[src/rtl/pwm_timebase_pkg.sv]
// Package: shared constants, register layout and divider decode for the
// PWM timebase channel. Assumes a 3-bit register address space.
package pwm_timebase_pkg;

    localparam int ADDR_W = 3;

    localparam logic [ADDR_W-1:0] A_CTRL    = 3'd0;
    localparam logic [ADDR_W-1:0] A_PRESC   = 3'd1;
    localparam logic [ADDR_W-1:0] A_DIVSEL  = 3'd2;
    localparam logic [ADDR_W-1:0] A_PERIOD  = 3'd3;
    localparam logic [ADDR_W-1:0] A_COMPARE = 3'd4;
    localparam logic [ADDR_W-1:0] A_FLAGCLR = 3'd5;

    localparam int FLG_PRD  = 0;
    localparam int FLG_DUTY = 1;
    localparam int FLG_ADC  = 2;
    localparam int FLG_N    = 3;

    typedef enum logic [1:0] {
        TRG_RISE = 2'd0,
        TRG_FALL = 2'd1,
        TRG_PEAK = 2'd2,
        TRG_END  = 2'd3
    } trig_sel_e;

    // Control word; bit 0 (center) is buffered, the rest act at once.
    typedef struct packed {
        trig_sel_e trig_sel;     // [4:3]
        logic      duty_on_up;   // [2]
        logic      prd_on_match; // [1]
        logic      center;       // [0]
    } ctrl_t;

    // Divider code to shift amount: 4->0, 0->1, 1->2, 2->3, 3->4, rest->0.
    function automatic logic [2:0] div_shift(input logic [2:0] code);
        case (code)
            3'd0:    return 3'd1;
            3'd1:    return 3'd2;
            3'd2:    return 3'd3;
            3'd3:    return 3'd4;
            default: return 3'd0;
        endcase
    endfunction

endpackage

[src/rtl/pwm_tickgen.sv]
// Tick generator: a prescaler dividing by (presc+1) feeds a free-running
// divider counter whose low bits select a power-of-two ratio. Assumes
// DIV_W is wide enough for the largest shift (4).
module pwm_tickgen
    import pwm_timebase_pkg::*;
#(
    parameter int PS_W  = 8,
    parameter int DIV_W = 4
) (
    input  logic            clk,
    input  logic            rst_n,
    input  logic            en,
    input  logic [PS_W-1:0] presc,
    input  logic [2:0]      div_code,
    output logic            tick
);

    logic [PS_W-1:0]  pcnt;
    logic [DIV_W-1:0] dcnt;
    logic [DIV_W-1:0] dmask;
    logic             pre_tick;

    // Prescaler terminal count and divider ratio mask.
    always_comb begin
        pre_tick = en && (pcnt >= presc);
        dmask    = DIV_W'((32'd1 << div_shift(div_code)) - 32'd1);
        tick     = pre_tick && ((dcnt & dmask) == dmask);
    end

    // Prescaler counter, frozen while disabled.
    always_ff @(posedge clk) begin
        if (!rst_n)
            pcnt <= '0;
        else if (en)
            pcnt <= pre_tick ? '0 : pcnt + 1'b1;
    end

    // Divider counter, advances once per prescaler terminal count.
    always_ff @(posedge clk) begin
        if (!rst_n)
            dcnt <= '0;
        else if (pre_tick)
            dcnt <= dcnt + 1'b1;
    end

endmodule

[src/rtl/pwm_cfg.sv]
// Configuration registers: control word, prescaler, divider code and the
// period/compare buffers written through a simple strobe port. Also
// decodes the write-one-to-clear strobe for the flags. Assumes
// DATA_W >= 8.
module pwm_cfg
    import pwm_timebase_pkg::*;
#(
    parameter int DATA_W = 16,
    parameter int PS_W   = 8
) (
    input  logic              clk,
    input  logic              rst_n,
    input  logic              wr_en,
    input  logic [ADDR_W-1:0] wr_addr,
    input  logic [DATA_W-1:0] wr_data,
    output ctrl_t             ctrl,
    output logic [PS_W-1:0]   presc,
    output logic [2:0]        div_code,
    output logic [DATA_W-1:0] prd_buf,
    output logic [DATA_W-1:0] cmp_buf,
    output logic [FLG_N-1:0]  flag_clr
);

    localparam int CTRL_W = $bits(ctrl_t);

    // Register writes; every field resets to zero.
    always_ff @(posedge clk) begin
        if (!rst_n) begin
            ctrl     <= '0;
            presc    <= '0;
            div_code <= '0;
            prd_buf  <= '0;
            cmp_buf  <= '0;
        end else if (wr_en) begin
            case (wr_addr)
                A_CTRL:    ctrl     <= ctrl_t'(wr_data[CTRL_W-1:0]);
                A_PRESC:   presc    <= wr_data[PS_W-1:0];
                A_DIVSEL:  div_code <= wr_data[2:0];
                A_PERIOD:  prd_buf  <= wr_data;
                A_COMPARE: cmp_buf  <= wr_data;
                default: ;
            endcase
        end
    end

    // Clear strobe for the sticky flags.
    always_comb begin
        flag_clr = (wr_en && (wr_addr == A_FLAGCLR)) ? wr_data[FLG_N-1:0] : '0;
    end

endmodule

[src/rtl/pwm_count.sv]
// Counter core: edge or center counting, active period/compare/mode
// loaded from the buffers at each boundary (or on every tick while the
// active period is zero), PWM output and per-tick event strobes.
// Assumes tick is a single-cycle enable.
module pwm_count #(
    parameter int CNT_W = 16
) (
    input  logic             clk,
    input  logic             rst_n,
    input  logic             tick,
    input  logic [CNT_W-1:0] prd_buf,
    input  logic [CNT_W-1:0] cmp_buf,
    input  logic             center_buf,
    output logic [CNT_W:0]   cnt,
    output logic             cnt_down,
    output logic [CNT_W-1:0] prd_act,
    output logic [CNT_W-1:0] cmp_act,
    output logic             center_act,
    output logic             running,
    output logic             pwm,
    output logic             ev_end,
    output logic             ev_match,
    output logic             ev_dup,
    output logic             ev_ddn,
    output logic             ev_peak,
    output logic             ev_rise,
    output logic             ev_fall
);

    localparam int CW = CNT_W + 1;

    logic [CW-1:0]    prd_ext, cmp_ext, peak;
    logic [CW-1:0]    cnt_n;
    logic             down_n, load;
    logic [CNT_W-1:0] prd_n, cmp_n;
    logic             center_n, pwm_n;

    // Next counter state and boundary detection.
    always_comb begin
        prd_ext = {1'b0, prd_act};
        cmp_ext = {1'b0, cmp_act};
        peak    = prd_ext + 1'b1;
        running = (prd_act != '0);
        cnt_n   = cnt;
        down_n  = cnt_down;
        load    = 1'b0;
        if (!running) begin
            cnt_n  = '0;
            down_n = 1'b0;
            load   = 1'b1;
        end else if (!center_act) begin
            if (cnt == prd_ext) begin
                cnt_n = '0;
                load  = 1'b1;
            end else begin
                cnt_n = cnt + 1'b1;
            end
        end else if (!cnt_down) begin
            if (cnt == peak) begin
                cnt_n  = prd_ext;
                down_n = 1'b1;
            end else begin
                cnt_n = cnt + 1'b1;
            end
        end else begin
            if (cnt == CW'(1)) begin
                cnt_n  = '0;
                down_n = 1'b0;
                load   = 1'b1;
            end else begin
                cnt_n = cnt - 1'b1;
            end
        end
        prd_n    = load ? prd_buf    : prd_act;
        cmp_n    = load ? cmp_buf    : cmp_act;
        center_n = load ? center_buf : center_act;
    end

    // Output level now and after the coming tick.
    always_comb begin
        pwm   = running && (cnt < cmp_ext);
        pwm_n = (prd_n != '0) && (cnt_n < {1'b0, cmp_n});
    end

    // Event strobes, valid only on a tick.
    always_comb begin
        ev_end   = tick && running &&
                   (center_act ? (cnt_down && cnt == CW'(1)) : (cnt == prd_ext));
        ev_match = tick && running && !cnt_down && (cnt == prd_ext);
        ev_dup   = tick && running && !cnt_down && (cnt == cmp_ext);
        ev_ddn   = tick && running && cnt_down && (cnt == cmp_ext);
        ev_peak  = tick && running && center_act && !cnt_down && (cnt == peak);
        ev_rise  = tick && !pwm && pwm_n;
        ev_fall  = tick && pwm && !pwm_n;
    end

    // Counter and active register update on each tick.
    always_ff @(posedge clk) begin
        if (!rst_n) begin
            cnt        <= '0;
            cnt_down   <= 1'b0;
            prd_act    <= '0;
            cmp_act    <= '0;
            center_act <= 1'b0;
        end else if (tick) begin
            cnt        <= cnt_n;
            cnt_down   <= down_n;
            prd_act    <= prd_n;
            cmp_act    <= cmp_n;
            center_act <= center_n;
        end
    end

endmodule

[src/rtl/pwm_timebase.sv]
// Top of the PWM timebase channel: ties configuration, tick generation
// and counter together, selects the event behind each flag and the
// converter trigger, and keeps the sticky flags (set wins over clear).
module pwm_timebase
    import pwm_timebase_pkg::*;
#(
    parameter int CNT_W = 16,
    parameter int PS_W  = 8,
    parameter int DIV_W = 4
) (
    input  logic             clk,
    input  logic             rst_n,
    input  logic             en,
    input  logic             wr_en,
    input  logic [2:0]       wr_addr,
    input  logic [CNT_W-1:0] wr_data,
    output logic             pwm_out,
    output logic             prd_flag,
    output logic             duty_flag,
    output logic             adc_flag,
    output logic             adc_trig
);

    ctrl_t            ctrl;
    logic [PS_W-1:0]  presc;
    logic [2:0]       div_code;
    logic [CNT_W-1:0] prd_buf, cmp_buf;
    logic [FLG_N-1:0] flag_clr;
    logic             tick;
    logic [CNT_W:0]   cnt;
    logic             cnt_down;
    logic [CNT_W-1:0] prd_act, cmp_act;
    logic             center_act, running, pwm;
    logic             ev_end, ev_match, ev_dup, ev_ddn, ev_peak, ev_rise, ev_fall;
    logic [FLG_N-1:0] flag_set, flags_q;
    logic             trig_hit, trig_q;

    pwm_cfg #(.DATA_W(CNT_W), .PS_W(PS_W)) u_cfg (
        .clk      (clk),
        .rst_n    (rst_n),
        .wr_en    (wr_en),
        .wr_addr  (wr_addr),
        .wr_data  (wr_data),
        .ctrl     (ctrl),
        .presc    (presc),
        .div_code (div_code),
        .prd_buf  (prd_buf),
        .cmp_buf  (cmp_buf),
        .flag_clr (flag_clr)
    );

    pwm_tickgen #(.PS_W(PS_W), .DIV_W(DIV_W)) u_tick (
        .clk      (clk),
        .rst_n    (rst_n),
        .en       (en),
        .presc    (presc),
        .div_code (div_code),
        .tick     (tick)
    );

    pwm_count #(.CNT_W(CNT_W)) u_cnt (
        .clk        (clk),
        .rst_n      (rst_n),
        .tick       (tick),
        .prd_buf    (prd_buf),
        .cmp_buf    (cmp_buf),
        .center_buf (ctrl.center),
        .cnt        (cnt),
        .cnt_down   (cnt_down),
        .prd_act    (prd_act),
        .cmp_act    (cmp_act),
        .center_act (center_act),
        .running    (running),
        .pwm        (pwm),
        .ev_end     (ev_end),
        .ev_match   (ev_match),
        .ev_dup     (ev_dup),
        .ev_ddn     (ev_ddn),
        .ev_peak    (ev_peak),
        .ev_rise    (ev_rise),
        .ev_fall    (ev_fall)
    );

    // Pick the event behind each flag and behind the trigger.
    always_comb begin
        case (ctrl.trig_sel)
            TRG_RISE: trig_hit = ev_rise;
            TRG_FALL: trig_hit = ev_fall;
            TRG_PEAK: trig_hit = ev_peak;
            default:  trig_hit = ev_end;
        endcase
        flag_set           = '0;
        flag_set[FLG_PRD]  = ctrl.prd_on_match ? ev_match : ev_end;
        flag_set[FLG_DUTY] = ctrl.duty_on_up ? ev_dup : ev_ddn;
        flag_set[FLG_ADC]  = trig_hit;
    end

    // Sticky flags and the one-cycle trigger pulse.
    always_ff @(posedge clk) begin
        if (!rst_n) begin
            flags_q <= '0;
            trig_q  <= 1'b0;
        end else begin
            flags_q <= (flags_q & ~flag_clr) | flag_set;
            trig_q  <= trig_hit;
        end
    end

    assign pwm_out   = pwm;
    assign prd_flag  = flags_q[FLG_PRD];
    assign duty_flag = flags_q[FLG_DUTY];
    assign adc_flag  = flags_q[FLG_ADC];
    assign adc_trig  = trig_q;

endmodule

[config.mk]
export PLATFORM = sky130hd
export DESIGN_NAME = pwm_timebase
export DESIGN_NICKNAME = d
export VERILOG_FILES = /design/src/rtl/pwm_timebase_pkg.sv /design/src/rtl/pwm_tickgen.sv /design/src/rtl/pwm_cfg.sv /design/src/rtl/pwm_count.sv /design/src/rtl/pwm_timebase.sv
export SDC_FILE = /design/constraint.sdc
export NUM_CORES = 1
export LEC_CHECK = 0
export BUFFER_PORTS_ARGS = -buffer_cell sky130_fd_sc_hd__buf_2
export CAP_MARGIN = 20
export CORE_MARGIN = 3
export CORE_UTILIZATION = 40
export CTS_BUF_LIST = sky130_fd_sc_hd__clkbuf_8
export DETAILED_ROUTE_END_ITERATION = 16
export PLACE_DENSITY_LB_ADDON = 0.1
export SLEW_MARGIN = 25
export SYNTH_ARGS = -nofsm -noshare
export SYNTH_HDL_FRONTEND = slang
export SYNTH_HIERARCHICAL = 1
export SYNTH_SLANG_ARGS = --single-unit
[constraint.sdc]
create_clock -name clk -period 5.1 [get_ports clk]
set_input_delay 0 -clock clk [delete_from_list [all_inputs] [get_ports clk]]
set_output_delay 0 -clock clk [all_outputs]
set_load 0.05 [all_outputs]
# ---- Word-level counts from Yosys, hierarchy flattened
# Cells that the tools add are included.
dict set report word_totals {
  register_bits 115
  in_bits 23
  out_inout_bits 5
}
dict set report op_classes {
  addsub 6
  magnitude_cmp 3
  n_eq_ne 16
  shift 1
  muxes 25
  bitwise_logic 4
  n_reduce_logical 35
}
# cell n
set ops {}
lappend ops {{17-bit two-way mux} 6}
lappend ops {{17-bit by 16-bit == test with 1-bit output} 2}
lappend ops {{17-bit by 16-bit < comparator with 1-bit output} 2}
lappend ops {{16-bit two-way mux} 2}
lappend ops {{16-bit nonzero test} 2}
lappend ops {{1-bit logical AND} 20}
lappend ops {{16-bit by 1-bit adder with 17-bit output, second input constant} 1}
lappend ops {{17-bit by 1-bit adder with 17-bit output, second input constant} 1}
lappend ops {{17-bit by 1-bit == test with 1-bit output, second input constant} 1}
lappend ops {{17-bit == test} 1}
lappend ops {{17-bit by 1-bit subtractor with 17-bit output, second input constant} 1}
lappend ops {{2-bit AND reduction} 7}
lappend ops {{1-bit two-way mux} 13}
lappend ops {{3-bit by 2-bit == test with 1-bit output, second input constant} 4}
lappend ops {{3-bit one-hot mux with 4 select lines} 1}
lappend ops {{8-bit by 1-bit adder with 8-bit output, second input constant} 1}
lappend ops {{8-bit >= comparator} 1}
lappend ops {{8-bit two-way mux} 1}
lappend ops {{3-bit by 1-bit == test with 1-bit output, second input constant} 2}
lappend ops {{3-bit == test, second input constant} 2}
lappend ops {{3-bit zero test} 2}
lappend ops {{4-bit by 1-bit adder with 4-bit output, second input constant} 1}
lappend ops {{4-bit AND} 1}
lappend ops {{4-bit == test} 1}
lappend ops {{12 further kinds} 14}

# ---- Longest topological paths before layout
dict set report depth {
  ltp_word 13
  depth_mapped 23
  depth_no_buf 20
}

# ---- Hierarchy
# Netlist, hierarchy kept.
# mod n_inst cells_each area_per_inst_um2 seq_area_each_um2
set by_module_without_submodules {}
lappend by_module_without_submodules {pwm_count 1 702 5195.0 1021.0}
lappend by_module_without_submodules {pwm_cfg 1 182 1828.0 960.9}
lappend by_module_without_submodules {pwm_tickgen 1 97 897.1 240.2}
lappend by_module_without_submodules {pwm_timebase 1 14 170.2 80.1}

# ---- Least setup slack after synthesis
# No wires, ideal clock.
dict set report synth_timing {
  path_kind {reg2reg}
  startpoint {reg u_cnt.cnt[1]}
  endpoint {reg flags_q[2]}
  setup_time_ps 115
  t_arrival_ps 4734
  required_time_ps 4985
  path_slack_ps 252
  path_stages_with_launch 22
  path_buffers 3
  synth_period_minus_slack_ps 4848
  path_cell_list {dfxtp_1 -> clkbuf_1 -> inv_1 -> ha_1 -> nor2b_1 -> and3_1 -> buf_2 -> a21o_1 -> nor2_2 -> buf_2 -> mux2i_1 -> ha_1 -> a21o_1 -> a21o_1 -> a221o_1 -> a221o_1 -> a21oi_1 -> nand4b_1 -> a311oi_2 -> nor3_1 -> mux4_2 -> o21a_1}
}
dict set report synth_via {
  elab_chain_len 12
  elab_cells_between_ends 35
  cone_classes {2 x add/sub; 2 x order compare; 3 x eq/ne; 15 x mux; 1 x bitwise; 12 x reduce/logical}
}
# item line_no
set synth_rtl {}
lappend synth_rtl {{from (decl)} pwm_count.sv:14} ;# output logic [CNT_W:0] cnt,
lappend synth_rtl {{from (signal assigned)} pwm_count.sv:106} ;# cnt <= cnt_n;
lappend synth_rtl {{parallel branches: the longest is 9 deep, another holds 17-bit by 1-bit adder with 17-bit output} n/a}
lappend synth_rtl {{1-bit logical AND *} pwm_count.sv:94} ;# ev_fall = tick && pwm && !pwm_n;
lappend synth_rtl {{named net ev_fall} pwm_timebase.sv:34} ;# logic ev_end, ev_match, ev_dup, ev_ddn, ev_peak, ev_rise, ev_fall;
lappend synth_rtl {{1-bit one-hot mux with 3 select lines *} pwm_timebase.sv:86} ;# case (ctrl.trig_sel)
lappend synth_rtl {{3-bit bitwise OR *} pwm_timebase.sv:104} ;# flags_q <= (flags_q & ~flag_clr) | flag_set;
lappend synth_rtl {{to (signal assigned)} pwm_timebase.sv:104}
lappend synth_rtl {{to (decl)} pwm_timebase.sv:35} ;# logic [FLG_N-1:0] flag_set, flags_q;
# Mark *: on every way through the listed nets, which the timed path passes.
# A chain may end at the register's enable or synchronous reset.

# ---- Worst setup path after layout
dict set report layout_timing {
  startpoint {reg u_cnt.prd_act[4]}
  endpoint {reg flags_q[2]}
}
dict set report layout_via {
  elab_chain_len 12
  elab_cells_between_ends 32
  cone_classes {1 x add/sub; 1 x order compare; 2 x eq/ne; 12 x mux; 1 x bitwise; 15 x reduce/logical}
}
# item line_no
set layout_rtl {}
lappend layout_rtl {{from (decl)} pwm_count.sv:16} ;# output logic [CNT_W-1:0] prd_act,
lappend layout_rtl {{from (signal assigned)} pwm_count.sv:108} ;# prd_act <= prd_n;
lappend layout_rtl {{16-bit by 1-bit adder with 17-bit output} pwm_count.sv:42} ;# peak = prd_ext + 1'b1;
lappend layout_rtl {{17-bit == test} pwm_count.sv:59} ;# if (cnt == peak) begin
lappend layout_rtl {{17-bit two-way mux} pwm_count.sv:59}
lappend layout_rtl {{17-bit two-way mux} pwm_count.sv:58} ;# end else if (!cnt_down) begin
lappend layout_rtl {{17-bit two-way mux} pwm_count.sv:51} ;# end else if (!center_act) begin
lappend layout_rtl {{17-bit two-way mux *} pwm_count.sv:47} ;# if (!running) begin
lappend layout_rtl {{named net u_cnt.cnt_n[11]} pwm_count.sv:33} ;# logic [CW-1:0] cnt_n;
lappend layout_rtl {{17-bit by 16-bit < comparator with 1-bit output *} pwm_count.sv:82} ;# pwm_n = (prd_n != '0) && (cnt_n < {1'b0, cmp_n});
lappend layout_rtl {{1-bit logical AND *} pwm_count.sv:82}
lappend layout_rtl {{1-bit zero test *} pwm_count.sv:94}
lappend layout_rtl {{1-bit logical AND *} pwm_count.sv:94}
lappend layout_rtl {{named net ev_fall} pwm_timebase.sv:34}
lappend layout_rtl {{1-bit one-hot mux with 3 select lines *} pwm_timebase.sv:86}
lappend layout_rtl {{3-bit bitwise OR *} pwm_timebase.sv:104}
# The timed path passes the listed nets; every way through them passes the cells marked *.

==> results.py <==
metrics = {
    "synth": {
        "synth.top_cell.area_share": 0.285,
        "yosys_most_used_dff": "dfxtp_1",
        "synth_cell_types": 88,
        "ys_async_sr_fraction": 0,
        "synth-edff-count": 0,
        "syn_area_um2": 8090,
        "ys_seq_area_frac": 0.285,
        "syn_nets": 1065,
        "avgSynthCellArea_um2": 8.13,
        "yosysTopAreaCell": "dfxtp_1",
        "yosys_register_bits": 115,
        "synth.most_common_cell": "nand2_1",
        "synth_commonest_cells": "186 x nand2_1, 115 x dfxtp_1, 69 x mux2i_1",
        "yosys-top-cells-area": "dfxtp_1 28%, nand2_1 8.6%, mux2i_1 8.5%",
        "syn_inst": 995,
        "yosys_warnings": 6,
    },
    "flow_run": {
        "drv_cap": 0,
    },
    "placement": {
        "postPlaceCellArea_um2": 8730,
        "placed_cells": 1279,
        "hpwl_um": 19100,
        "portBuffers": 27,
        "gp_congestion": 0.936,
    },
    "cts": {
        "cts.sinks": 115,
        "cts-root-buf": "clkbuf_8",
        "clkTransAtPathRegs_ps": 70,
        "clock_latency_ps": 440,
        "clockBufferDepth": 2,
        "cts_made_buffers": 17,
        "cts_tree": "done",
        "htree_levels": 4,
    },
    "power_and_ir_drop": {
        "ir_drop_v": 0.000146,
        "power_density_nw_per_um2": 198,
        "power.leakage_nw": 3.73,
    },
    "floorplan": {
        "start_util": 0.412,
        "pin_count": 28,
        "core_area_um2": 19700,
        "dieArea_um2": 22000,
        "dieHeight_um": 148,
        "die_x_um": 148,
        "row_count": 51,
    },
    "timing": {
        "report.final.setup_viol": 0,
        "drv_slew": 0,
        "tightestPinTransition_ps": 1010,
        "max_freq_ghz": 0.206,
        "final-hold-violation-count": 0,
        "timing.setup.tns_ps": 0,
        "post-route-period-util": 0.953,
        "layout_min_cycle_time_ps": 4860,
        "fin_hold_ws_ps": 103,
        "slew_headroom": 0.328,
        "skew_ps": 20.0,
    },
    "detailed_routing": {
        "wl_per_cell_um": 18.9,
        "drt_iter0_drc": 510,
        "drcViolationCount": 0,
        "num_vias": 7365,
        "ant_nets": 0,
        "dr.pass1.iters": 5,
        "avgViaCountPerCell": 5.56,
        "drt-total-wl_um": 25000,
    },
    "global_route": {
        "first_global_vias": 6991,
        "grt_pass1_wl_um": 39600,
        "grt_use_total": 0.230,
        "antenna_found_initial": 0,
        "grt.overflow.total": 0,
        "grt_max_degree": 106,
    },
    "setup_path": {
        "endpoint_kind": "flop",
        "crit_chain": "and4_1, nand4_4, or3_1, a31o_1, and4b_2, and3_1, o31ai_2, nor2b_1, ha_1, and4_1, a221o_1, a221o_1, a21oi_1, nand4b_1, a311oi_2, nor3_1, mux4_2, o21a_1",
        "critical_path.max_fanout": 6,
        "slowest_delay_ps": 470,
        "worstPathBufferInverterCount": 0,
        "cpMaxStageDelayCell": "mux4_2",
        "arrival_ps": 5190,
        "crit_required_ps": 5430,
        "start_kind": "flop",
        "path_class": "flop to flop",
        "critPathTopFamily": "simple AND/OR/NAND/NOR gates",
    },
    "final_layout": {
        "fin_cells": 1325,
        "nets": 1122,
        "drive_above_1_share": 0.155,
        "finish.instance_area_um2": 9300,
        "num_antenna_cells": 0,
        "area_delta_synth_final_pct": 14.9,
        "nFillCells": 2057,
        "finish.utilization": 0.473,
    },
    "worst_hold_path": {
        "hold_class": "primary input to flop",
    },
    "status": {
        "status": "completed",
    },
}
## worst paths after layout
kind	end	cells after the start	slack, ps	start
setup / recovery	flags_q[2]$_SDFF_PN0_	18	240	u_cnt/prd_act[4]$_SDFFE_PN0P_
setup reg to reg	flags_q[2]$_SDFF_PN0_	18	240	u_cnt/prd_act[4]$_SDFFE_PN0P_
hold / removal	u_cfg/div_code[1]$_SDFFE_PN0P_	3	100	wr_addr[1]
hold reg to reg	u_tick/dcnt[3]$_SDFFE_PN0P_	2	470	u_tick/dcnt[3]$_SDFFE_PN0P_
## metal layers
| metal | up-vias | wire length [um] | track usage |
|---|---|---|---|
| li1 | 3658 | - | - |
| met4 | 0 | 684 | 0.0878 |
| met5 | - | 0 | 0 |
| met3 | 43 | 1190 | 0.0347 |
| met2 | 219 | 11400 | 0.362 |
| met1 | 3445 | 11800 | 0.319 |
## worst min-delay path: stages
cell and delay [ps]:
buf_2 110, and4bb_2 290, mux2i_1 80
## cell families after synthesis
| group | Yosys count | share of synthesized area |
|---|---|---|
| xor+xnor | 56 | 0.0606 |
| mux | 72 | 0.0909 |
| flops | 115 | 0.285 |
| compound gates | 196 | 0.180 |
| buf+inv | 115 | 0.0611 |
| fa+ha+maj | 47 | 0.0727 |
| simple gates | 394 | 0.250 |
## cells in the final DEF, fill, tap and decap left out, drive strengths merged, types with 25 or more instances in the layout
cell type,count
a21boi,40
ha,47
xnor2,25
dfxtp,115
xor2,31
nor2,41
a21oi,31
mux2i,69
inv,41
buf,96
nand2,186
## sequential cells by signal (all words and copies together), names as in the netlist
name and count:
u_cnt/cmp_act 16, u_cnt/center_act 1, u_tick/dcnt 4, adc_trig 1, u_cnt/prd_act 16, u_cfg/prd_buf 16
u_cnt/cnt 17, u_tick/pcnt 8, u_cnt/cnt_down 1, u_cfg/presc 8, flags_q 3, u_cfg/ctrl 5
u_cfg/cmp_buf 16, u_cfg/div_code 3
## stage by stage
step | power (W) | setup slack [ps]
final | 0.00184 | 241
after global placement | 0.00110 | 105
after CTS | 0.00186 | 47.5
after floorplan | 0.00105 | 252
after detailed placement | 0.00110 | 85.2
after global routing | 0.00192 | -18.4
## power breakdown
part / internal [W] / total, W / switching, W
registers: 0.000910 / 0.000922 / 0.0000116
logic: 0.0000660 / 0.000166 / 0.000100
clock network: 0.000390 / 0.000752 / 0.000363
total: 0.00137 / 0.00184 / 0.000474
## repair_timing
item | 4_1_cts | 5_1_grt
setup buffers | 0 | 1
setup endpoints to repair | 0 | 2
endpoints found under the hold margin | 60 | 0
hold buffers | 18 | 0
gates resized for setup | 0 | 12
## cell type report
type / instances / area (um2) / area share
sequential: 115 / 2300 / 0.248
clock inverter: 8 / 67.6 / 0.00727
inverter: 39 / 146 / 0.0157
timing repair buffer: 114 / 836 / 0.0899
tap: 265 / 332 / 0.0357
clock buffer: 19 / 262 / 0.0281
multi-input combinational: 765 / 5350 / 0.575
Power figures use the tool's default switching activity.
